==> config.mk <==
export PLATFORM = sky130hd
export DESIGN_NAME = vpack_top
export DESIGN_NICKNAME = d
export VERILOG_FILES = /design/src/rtl/vpack_pkg.sv /design/src/rtl/vpack_ctrl.sv /design/src/rtl/vpack_stepper.sv /design/src/rtl/vpack_lanes.sv /design/src/rtl/vpack_gather.sv /design/src/rtl/vpack_top.sv
export SDC_FILE = /design/constraint.sdc
export NUM_CORES = 1
export LEC_CHECK = 0
export ABC_AREA = 0
export BUFFER_PORTS_ARGS = -buffer_cell sky130_fd_sc_hd__clkbuf_2
export CAP_MARGIN = 25
export CORE_MARGIN = 2
export CORE_UTILIZATION = 54
export DETAILED_ROUTE_END_ITERATION = 12
export PLACE_DENSITY_LB_ADDON = 0.15
export SYNTH_ARGS = -nofsm -noshare
export SYNTH_HDL_FRONTEND = slang
export SYNTH_SLANG_ARGS = --single-unit
==> constraint.sdc <==
create_clock -name clk -period 3.85 [get_ports clk]
set_input_delay 0.1925 -clock clk [delete_from_list [all_inputs] [get_ports clk]]
set_output_delay 0.1925 -clock clk [all_outputs]
set_load 0.02 [all_outputs]
==> src/rtl/vpack_pkg.sv <==
package vpack_pkg;

  typedef enum logic [1:0] {
    PK_FULL  = 2'b00,
    PK_HALF  = 2'b01,
    PK_QUART = 2'b10
  } pack_mode_e;

  // log2 of the packing factor
  function automatic logic [1:0] pk_shift(input pack_mode_e m);
    unique case (m)
      PK_HALF:  return 2'd1;
      PK_QUART: return 2'd2;
      default:  return 2'd0;
    endcase
  endfunction

  // sub-word index mask for the packing factor
  function automatic logic [1:0] pk_mask(input pack_mode_e m);
    unique case (m)
      PK_HALF:  return 2'b01;
      PK_QUART: return 2'b11;
      default:  return 2'b00;
    endcase
  endfunction

endpackage

==> src/rtl/vpack_ctrl.sv <==
module vpack_ctrl
  import vpack_pkg::*;
(
  input  logic       clk,
  input  logic       rst_n,
  input  logic       run,
  input  logic       dir_wr,
  input  logic       dir_sel,
  input  logic       mode_wr,
  input  logic [1:0] mode_sel,
  output logic       dir_out,
  output pack_mode_e mode_q
);

  logic mode_ok;
  assign mode_ok = (mode_sel != 2'b11);

  always_ff @(posedge clk or negedge rst_n) begin
    if (!rst_n) begin
      dir_out <= 1'b0;
      mode_q  <= PK_FULL;
    end else if (!run) begin
      if (dir_wr)             dir_out <= dir_sel;
      if (mode_wr && mode_ok) mode_q  <= pack_mode_e'(mode_sel);
    end
  end

  AST_DIR_HELD: assert property (@(posedge clk) disable iff (!rst_n)
    $past(run) |-> $stable(dir_out));
  AST_MODE_HELD: assert property (@(posedge clk) disable iff (!rst_n)
    $past(run) |-> $stable(mode_q));
  AST_MODE_LEGAL: assert property (@(posedge clk) disable iff (!rst_n)
    mode_q != 2'b11);

endmodule

==> src/rtl/vpack_stepper.sv <==
module vpack_stepper
  import vpack_pkg::*;
#(
  parameter int ADDR_W = 8
) (
  input  logic              clk,
  input  logic              rst_n,
  input  logic              run,
  input  logic              step,
  input  pack_mode_e        mode,
  output logic [ADDR_W-1:0] word_addr,
  output logic [1:0]        sub_idx,
  output logic              last_sub,
  output logic [ADDR_W+2:0] depth_steps
);

  localparam int CW = ADDR_W + 2;
  localparam int DW = ADDR_W + 3;

  logic [CW-1:0] cnt;
  logic [CW-1:0] limit_m1;
  logic [1:0]    shift;
  logic [1:0]    mask;

  assign shift       = pk_shift(mode);
  assign mask        = pk_mask(mode);
  assign depth_steps = (DW'(1) << ADDR_W) << shift;
  assign limit_m1    = CW'(depth_steps - DW'(1));

  always_ff @(posedge clk or negedge rst_n) begin
    if (!rst_n)      cnt <= '0;
    else if (!run)   cnt <= '0;
    else if (step)   cnt <= (cnt == limit_m1) ? '0 : cnt + CW'(1);
  end

  assign word_addr = ADDR_W'(cnt >> shift);
  assign sub_idx   = cnt[1:0] & mask;
  assign last_sub  = (sub_idx == mask);

  AST_CNT_BELOW_DEPTH: assert property (@(posedge clk) disable iff (!rst_n)
    {1'b0, cnt} < depth_steps);
  AST_IDLE_CLEARS: assert property (@(posedge clk) disable iff (!rst_n)
    !run |=> (cnt == '0));

endmodule

==> src/rtl/vpack_lanes.sv <==
module vpack_lanes
  import vpack_pkg::*;
#(
  parameter int CH  = 32,
  parameter int GRP = 8
) (
  input  logic              clk,
  input  logic              rst_n,
  input  logic              load,
  input  logic              dir_out,
  input  pack_mode_e        mode,
  input  logic [1:0]        sub_idx,
  input  logic [CH-1:0]     mem_rdata,
  input  logic [CH/GRP-1:0] grp_en,
  output logic [CH-1:0]     pin_out,
  output logic [CH/GRP-1:0] pin_oe
);

  localparam int NGRP   = CH / GRP;
  localparam int LANE_H = CH / 2;
  localparam int LANE_Q = CH / 4;

  logic [CH-1:0]   slice;
  logic [NGRP-1:0] active;
  logic [1:0]      shift;

  assign shift = pk_shift(mode);

  always_comb begin
    slice = '0;
    unique case (mode)
      PK_HALF:  slice[LANE_H-1:0] = mem_rdata[int'(sub_idx[0])*LANE_H +: LANE_H];
      PK_QUART: slice[LANE_Q-1:0] = mem_rdata[int'(sub_idx)*LANE_Q +: LANE_Q];
      default:  slice = mem_rdata;
    endcase
  end

  always_ff @(posedge clk or negedge rst_n) begin
    if (!rst_n)    pin_out <= '0;
    else if (load) pin_out <= slice;
  end

  for (genvar g = 0; g < NGRP; g++) begin : g_grp
    assign active[g] = (g < (NGRP >> shift));
    assign pin_oe[g] = dir_out & grp_en[g] & active[g];
  end

  AST_OUT_HELD: assert property (@(posedge clk) disable iff (!rst_n)
    !load |=> $stable(pin_out));
  AST_OE_WITHIN_ACTIVE: assert property (@(posedge clk) disable iff (!rst_n)
    $countones(pin_oe) <= (NGRP >> shift));

endmodule

==> src/rtl/vpack_gather.sv <==
module vpack_gather
  import vpack_pkg::*;
#(
  parameter int CH     = 32,
  parameter int ADDR_W = 8
) (
  input  logic              clk,
  input  logic              rst_n,
  input  logic              run,
  input  logic              cap,
  input  logic              dir_out,
  input  pack_mode_e        mode,
  input  logic [1:0]        sub_idx,
  input  logic              last_sub,
  input  logic [ADDR_W-1:0] word_addr,
  input  logic [CH-1:0]     pin_in,
  output logic              wr_en,
  output logic [CH-1:0]     wr_data,
  output logic [ADDR_W-1:0] wr_addr
);

  localparam int LANE_H = CH / 2;
  localparam int LANE_Q = CH / 4;

  logic [CH-1:0] asm_q;
  logic [CH-1:0] merged;

  always_comb begin
    merged = asm_q;
    unique case (mode)
      PK_HALF:  merged[int'(sub_idx[0])*LANE_H +: LANE_H] = pin_in[LANE_H-1:0];
      PK_QUART: merged[int'(sub_idx)*LANE_Q +: LANE_Q]    = pin_in[LANE_Q-1:0];
      default:  merged = pin_in;
    endcase
  end

  always_ff @(posedge clk or negedge rst_n) begin
    if (!rst_n) begin
      asm_q   <= '0;
      wr_en   <= 1'b0;
      wr_data <= '0;
      wr_addr <= '0;
    end else begin
      wr_en <= 1'b0;
      if (!run) begin
        asm_q <= '0;
      end else if (cap) begin
        if (last_sub) begin
          wr_en   <= 1'b1;
          wr_data <= merged;
          wr_addr <= word_addr;
          asm_q   <= '0;
        end else begin
          asm_q <= merged;
        end
      end
    end
  end

  AST_WE_INPUT_ONLY: assert property (@(posedge clk) disable iff (!rst_n)
    wr_en |-> !dir_out);
  AST_WE_AFTER_CAPTURE: assert property (@(posedge clk) disable iff (!rst_n)
    wr_en |-> $past(cap));

endmodule

==> src/rtl/vpack_top.sv <==
module vpack_top
  import vpack_pkg::*;
#(
  parameter int ADDR_W = 8,
  parameter int CH     = 32,
  parameter int GRP    = 8
) (
  input  logic              clk,
  input  logic              rst_n,
  input  logic              run,
  input  logic              step,
  input  logic              dir_wr,
  input  logic              dir_sel,
  input  logic              mode_wr,
  input  logic [1:0]        mode_sel,
  input  logic [CH/GRP-1:0] grp_en,
  output logic [ADDR_W-1:0] mem_addr,
  input  logic [CH-1:0]     mem_rdata,
  output logic              mem_we,
  output logic [CH-1:0]     mem_wdata,
  input  logic [CH-1:0]     pin_in,
  output logic [CH-1:0]     pin_out,
  output logic [CH/GRP-1:0] pin_oe,
  output logic [ADDR_W+2:0] depth_steps
);

  logic              dir_out;
  pack_mode_e        mode_q;
  logic [ADDR_W-1:0] word_addr;
  logic [ADDR_W-1:0] wr_addr;
  logic [1:0]        sub_idx;
  logic              last_sub;
  logic              step_ok;

  assign step_ok = run & step;

  vpack_ctrl u_ctrl (
    .clk      (clk),
    .rst_n    (rst_n),
    .run      (run),
    .dir_wr   (dir_wr),
    .dir_sel  (dir_sel),
    .mode_wr  (mode_wr),
    .mode_sel (mode_sel),
    .dir_out  (dir_out),
    .mode_q   (mode_q)
  );

  vpack_stepper #(.ADDR_W(ADDR_W)) u_stepper (
    .clk         (clk),
    .rst_n       (rst_n),
    .run         (run),
    .step        (step),
    .mode        (mode_q),
    .word_addr   (word_addr),
    .sub_idx     (sub_idx),
    .last_sub    (last_sub),
    .depth_steps (depth_steps)
  );

  vpack_lanes #(.CH(CH), .GRP(GRP)) u_lanes (
    .clk       (clk),
    .rst_n     (rst_n),
    .load      (step_ok & dir_out),
    .dir_out   (dir_out),
    .mode      (mode_q),
    .sub_idx   (sub_idx),
    .mem_rdata (mem_rdata),
    .grp_en    (grp_en),
    .pin_out   (pin_out),
    .pin_oe    (pin_oe)
  );

  vpack_gather #(.CH(CH), .ADDR_W(ADDR_W)) u_gather (
    .clk       (clk),
    .rst_n     (rst_n),
    .run       (run),
    .cap       (step_ok & ~dir_out),
    .dir_out   (dir_out),
    .mode      (mode_q),
    .sub_idx   (sub_idx),
    .last_sub  (last_sub),
    .word_addr (word_addr),
    .pin_in    (pin_in),
    .wr_en     (mem_we),
    .wr_data   (mem_wdata),
    .wr_addr   (wr_addr)
  );

  assign mem_addr = mem_we ? wr_addr : word_addr;

  AST_ADDR_ZERO_IDLE: assert property (@(posedge clk) disable iff (!rst_n)
    !run |=> (mem_we || mem_addr == '0));

endmodule

# == After elaboration in Yosys (flattened, before gate mapping) ==
# Index checks and enable logic that the tools add are counted.
# totals
ff_bits,118
output_inout_bits,88
elab_cells,69
# op_classes
add_sub_neg,4
order_cmp,4
eq_ne,7
shifts,9
mux,18
bitwise_logic,14
n_reduce_logical,5
# ops
cell,n
two-way mux 32 bit,3
negator 5 -> 33 bit,2
bitwise mux 32 bit,2
"less-than comparator 3 x 32 -> 1 bit, first input constant",2
one-hot mux 32 bit (2 select lines),1
"variable shift 16 x 33 -> 32 bit, first input constant",1
"variable shift 8 x 33 -> 32 bit, first input constant",1
indexed part select 16 x 33 -> 32 bit,1
indexed part select 8 x 33 -> 32 bit,1
"less-than comparator 1 x 32 -> 1 bit, first input constant",1
"less-than comparator 2 x 32 -> 1 bit, first input constant",1
one-hot mux 8 bit (2 select lines),2
indexed part select 32 x 6 -> 16 bit,1
indexed part select 32 x 6 -> 8 bit,1
"right shift 3 x 2 -> 32 bit, first input constant",1
two-way mux 10 bit,3
two-way mux 16 bit,1
bitwise AND 1 bit,11
"left shift 9 x 2 -> 11 bit, first input constant",1
"adder 10 x 1 -> 10 bit, second input constant",1
== test 10 bit,1
right shift 10 x 2 -> 8 bit,1
"subtractor 10 x 1 -> 10 bit, second input constant",1
two-way mux 8 bit,1
13 further kinds,19

# == Longest topological paths before layout ==
# logic_depth
ltp_word,10
ltp_mapped,13
depth_no_buf,9

# == Modules after synthesis ==
# From an unflattened synthesis, not the netlist that was laid out.
# unflattened
cells_unflattened,849
hier_area_um2,7783.7
# by_module_without_submodules
module,instances,cells_per_inst,area_per_inst_um2,seq_area_each_um2
vpack_gather,1,533,4808.4,1826.8
vpack_lanes,1,200,1799.2,800.8
vpack_stepper,1,95,902.1,250.2
vpack_top,1,11,146.4,0.0
vpack_ctrl,1,10,127.6,75.1

# == Worst setup path after synthesis ==
# OpenSTA, ideal clock, no wires.
# synth_path
path_kind,register to register
startpoint,reg u_ctrl.mode_q[0]
endpoint,reg u_gather.asm_q[12]
setup_ns,0.110
t_arrival_ns,2.747
t_required_ns,3.740
slack_ns,0.992
path_stages_with_launch,13
synth_period_minus_slack_ns,2.858
path_cell_list,dfrtp_1 -> inv_1 -> ha_1 -> nor2b_1 -> buf_2 -> inv_2 -> buf_2 -> ha_1 -> nor3b_4 -> and3_1 -> buf_4 -> a21oi_2 -> o41ai_1
# synth_via
elab_chain_len,10
word_cells_on_any_way,17
# synth_rtl
item,line,rtl
from (decl),vpack_ctrl.sv:12,output pack_mode_e mode_q
from (signal assigned),vpack_ctrl.sv:24,if (mode_wr && mode_ok) mode_q <= pack_mode_e'(mode_sel);
== test 2 bit / == test 2 x 1 -> 1 bit (equally long branches),"vpack_pkg.sv:20, vpack_gather.sv:30",
one-hot mux 2 bit (2 select lines),vpack_pkg.sv:20,unique case (m)
bitwise AND 2 bit,vpack_stepper.sv:37,assign sub_idx = cnt[1:0] & mask;
negator 5 -> 33 bit (on tied branches),"vpack_gather.sv:31, vpack_gather.sv:32",
"indexed part select 16 x 33 -> 32 bit, or another cell as far along",vpack_gather.sv:31,PK_HALF: merged[int'(sub_idx[0])*LANE_H +: LANE_H] = pin_in[LANE_H-1:0];
bitwise mux 32 bit (on tied branches),"vpack_gather.sv:31, vpack_gather.sv:32",
one-hot mux 32 bit (2 select lines),vpack_gather.sv:30,unique case (mode)
two-way mux 32 bit (*),vpack_gather.sv:48,if (last_sub) begin
two-way mux 32 bit (*),vpack_gather.sv:47,end else if (cap) begin
two-way mux 32 bit (*),vpack_gather.sv:45,if (!run) begin
to (signal assigned),vpack_gather.sv:54,asm_q <= merged;
to (decl),vpack_gather.sv:25,logic [CH-1:0] asm_q;
# Every way passes the cells marked *; elsewhere a longest branch is shown, timed or not. The select of a mux whose other input is x is not followed.
# A chain may end at the register's enable or synchronous reset.

# == Worst setup path in the final report ==
# Same ends and word-level chain as after synthesis.

==> impl_results.md <==
* Status: completed
* DP Wirelength at 12200 um
* Min cycle time layout at 3.02 ns
* Rel. slew slack at 32.5%
* Gr ovfl total at 0
* Clock Tree Root: clkbuf_16
* Cell variety after synth at 53
* Cell Rows at 40
* TritonCTS Sinks at 115
* Yosys reg bits at 115
* # DRC at 0
* Die H at 115 um
* Synth warnings at 0
* N_diodes at 0
* Worst vdd ir at 0.409 mV
* Vias at 5874
* GRT Util Overall at 28.2%
* Syn Inst Count at 672
* Main synth FF type: dfrtp_1
* Final hold viol count at 0
* Placer Congestion at 0.872
* Final setup viols at 0
* Post-synth EDFFs at 0
* Tot Pwr at 5060 uW
* Final Cycle Share at 78.5%
* Clk_lat worst skew at 0.42 ns
* Initial DRC count at 383
* CP arrival at 3.32 ns
* First-pass GRT wire length at 29000 um
* Largest family of logic cells by synthesized area: compound AO/OA/AOI/OAI gates
* Actual slew at the worst max-slew pin at 1.01 ns
* Final WS setup at 0.826 ns
* Final slew viol count at 0
* # hold bufs at CTS at 2
* PortBufs at 156
* Ratio of cells with drive above 1 in the final layout at 30.2%
* Initial Util at 55.4%
* Critical Path End Type: register
* DR pass1 iterations at 5
* H-tree depth at 4
* Avg Inst Size Synth at 9.90 um^2
* Worst Path Class, Setup: reg -> reg
* Xor/xnor share of the synthesized area at 0.658%
* Final Util at 66.3%
* Vias in the first global route at 5584
* RSZ-0062 raised after global routing: false
* Worst EP required at 4.15 ns
* Layout Nets at 887
* Leak at 0.00377 uW
* Cells along the critical path: inv_1, ha_2, nor2b_2, inv_2, ha_1, nor3b_4, and3_1, a21oi_2, o41ai_1
* Worst Hold Slack at 0.0209 ns
* Sequential area share after synthesis at 43.2%
* Placement Setup Slack at 0.862 ns
* Adder-Cell Fraction of Synth Area at 1.32%
* Num CTS Buffers at 17
* Most common cell after layout, fill and taps aside: clkbuf_2
* DRT Wirelength at 18000 um
* Ports at 165
* Largest net degree at the start of global routing at 79
* Async set or reset register ratio after synthesis at 100%
* Critical Path Slowest Stage Cell: and3_1
* Wire length per cell at 18.7 um
* Post-CTS setup buffers at 0
* Post-synthesis cell area at 6660 um^2
* Synth Area in Simple Gates at 16.6%
* Die area at 13200 um^2
* Largest stage delay, worst path at 0.51 ns
* Mux cell area share after synthesis at 9.14%
* Syn-to-layout area delta at 19.7%
* Antenna violations before repair at 0
* Vias/cell at 6.11
* CORE AREA at 12000 um^2
* Clock transition at path regs at 0.05 ns
* ANT nets after route at 0
* CTS Buffer Depth at 2
* Achievable clock frequency at 331 MHz
* HP Class: in -> reg
* Setup TNS at 0 ns
* CP max FO at 19
* Worst Setup Start Kind: register
* Die X at 115 um
* Clock Skew at 0.00942 ns
* Most frequent cells in the layout: 155 x clkbuf_2, 114 x dfrtp_1, 86 x nand2_1
* CTS tree: built
* Max-cap violations at 0
* Pwr dens at 635 nW/um^2
* Compound-Gate Fraction of Synth Area at 22.4%
* Post-CTS resize count at 0
## sequential cells by signal (all words and copies together), names as in the netlist
name	count
u_ctrl.dir_out	1
u_ctrl.mode_q	2
u_gather.asm_q	29
u_gather.wr_addr	8
u_gather.wr_data	32
u_gather.wr_en	1
u_lanes.pin_out	32
u_stepper.cnt	10
## path summary, 6_finish.rpt
check	from	end	slack [ns]	cells past startpoint
setup reg to reg	u_ctrl.mode_q[0]$_DFFE_PN0P_	u_gather.asm_q[12]$_DFFE_PN0P_	0.83	9
min in group asynchronous	rst_n	u_gather.wr_addr[6]$_DFFE_PN0P_	0.15	2
max in group asynchronous	rst_n	u_stepper.cnt[6]$_DFFE_PN0P_	2.80	4
setup / recovery	u_ctrl.mode_q[0]$_DFFE_PN0P_	u_gather.asm_q[12]$_DFFE_PN0P_	0.83	9
hold reg to reg	u_gather.wr_addr[7]$_DFFE_PN0P_	u_gather.wr_addr[7]$_DFFE_PN0P_	0.47	2
hold / removal	mem_rdata[31]	u_lanes.pin_out[31]$_DFFE_PN0P_	0.02	2
## metal layers
layer,share of wire [%],global-route usage (%),vias to the layer above,routed length (um)
met3,6.9,6.11,45,1250
met5,0,0,-,0
li1,-,-,2727,-
met2,46,43.5,276,8350
met1,44,38.7,2826,7910
met4,2.9,11.9,0,521
## through the flow
step	std cells	cell area (um^2)
finish	962	7970
global route	962	7970
CTS	961	7940
detailed placement	928	7330
global placement	928	7330
floorplan	679	6680
## critical path, delay by kind of cell, from the launching register on
kind            cells  cell delay [ns]
simple gates        3             1.05
compound gates      2             0.47
flops               1             0.40
buf+inv             2             0.26
fa+ha+maj           2             0.71
## logic make-up after synthesis
group / count (synthesis)
DFF: 115
adders and majority gates: 7
and+or+nand+nor: 220
xor gates and xnor gates: 5
other: 1
muxes: 57
AOI/OAI and AO/OA: 191
buffers and inverters: 76
## power by group
part | total [uW] | switching [uW] | leakage (uW) | internal [uW]
Clock | 1590 | 555 | 0.000298 | 1040
Sequential | 1740 | 206 | 0.00149 | 1530
Combinational | 1730 | 1080 | 0.00199 | 647
Total | 5060 | 1840 | 0.00377 | 3210
## synth_stat cells, types with 4 or more instances
cell type | instances | area share, %
dfrtp_1 | 115 | 43
nand2_1 | 86 | 4.9
nor2_1 | 42 | 2.4
a22o_1 | 40 | 5.3
mux2_2 | 30 | 5.1
mux2i_1 | 27 | 4.1
o21ai_0 | 24 | 1.8
clkbuf_1 | 22 | 1.2
nand2b_1 | 21 | 2.0
a221oi_1 | 20 | 2.6
and2_1 | 20 | 1.9
a32o_1 | 16 | 2.4
nor2b_1 | 16 | 1.5
a21oi_1 | 14 | 1.1
buf_4 | 14 | 1.6
nand4_1 | 13 | 1.2
a31oi_1 | 12 | 1.1
inv_1 | 12 | 0.68
buf_2 | 11 | 0.83
a21boi_0 | 8 | 0.90
a21oi_2 | 8 | 1.1
a221o_1 | 8 | 1.2
o21ai_1 | 8 | 0.60
o41a_1 | 8 | 1.4
and3_1 | 7 | 0.66
buf_6 | 7 | 1.2
ha_1 | 7 | 1.3
nand3_1 | 6 | 0.45
o31ai_1 | 6 | 0.68
o41ai_1 | 6 | 0.79
a21o_1 | 4 | 0.45
buf_1 | 4 | 0.23
## final cells by class
class                   count  area [um^2]
repair buffers            166          883
fillers                   994         4050
clock inverters            12          138
inverters                  15         57.6
clock buffers              19          453
multi-input cells         488         3370
well taps                 147          184
flip-flops and latches    115         2880
No activity file was read; power rests on OpenSTA's default activity.
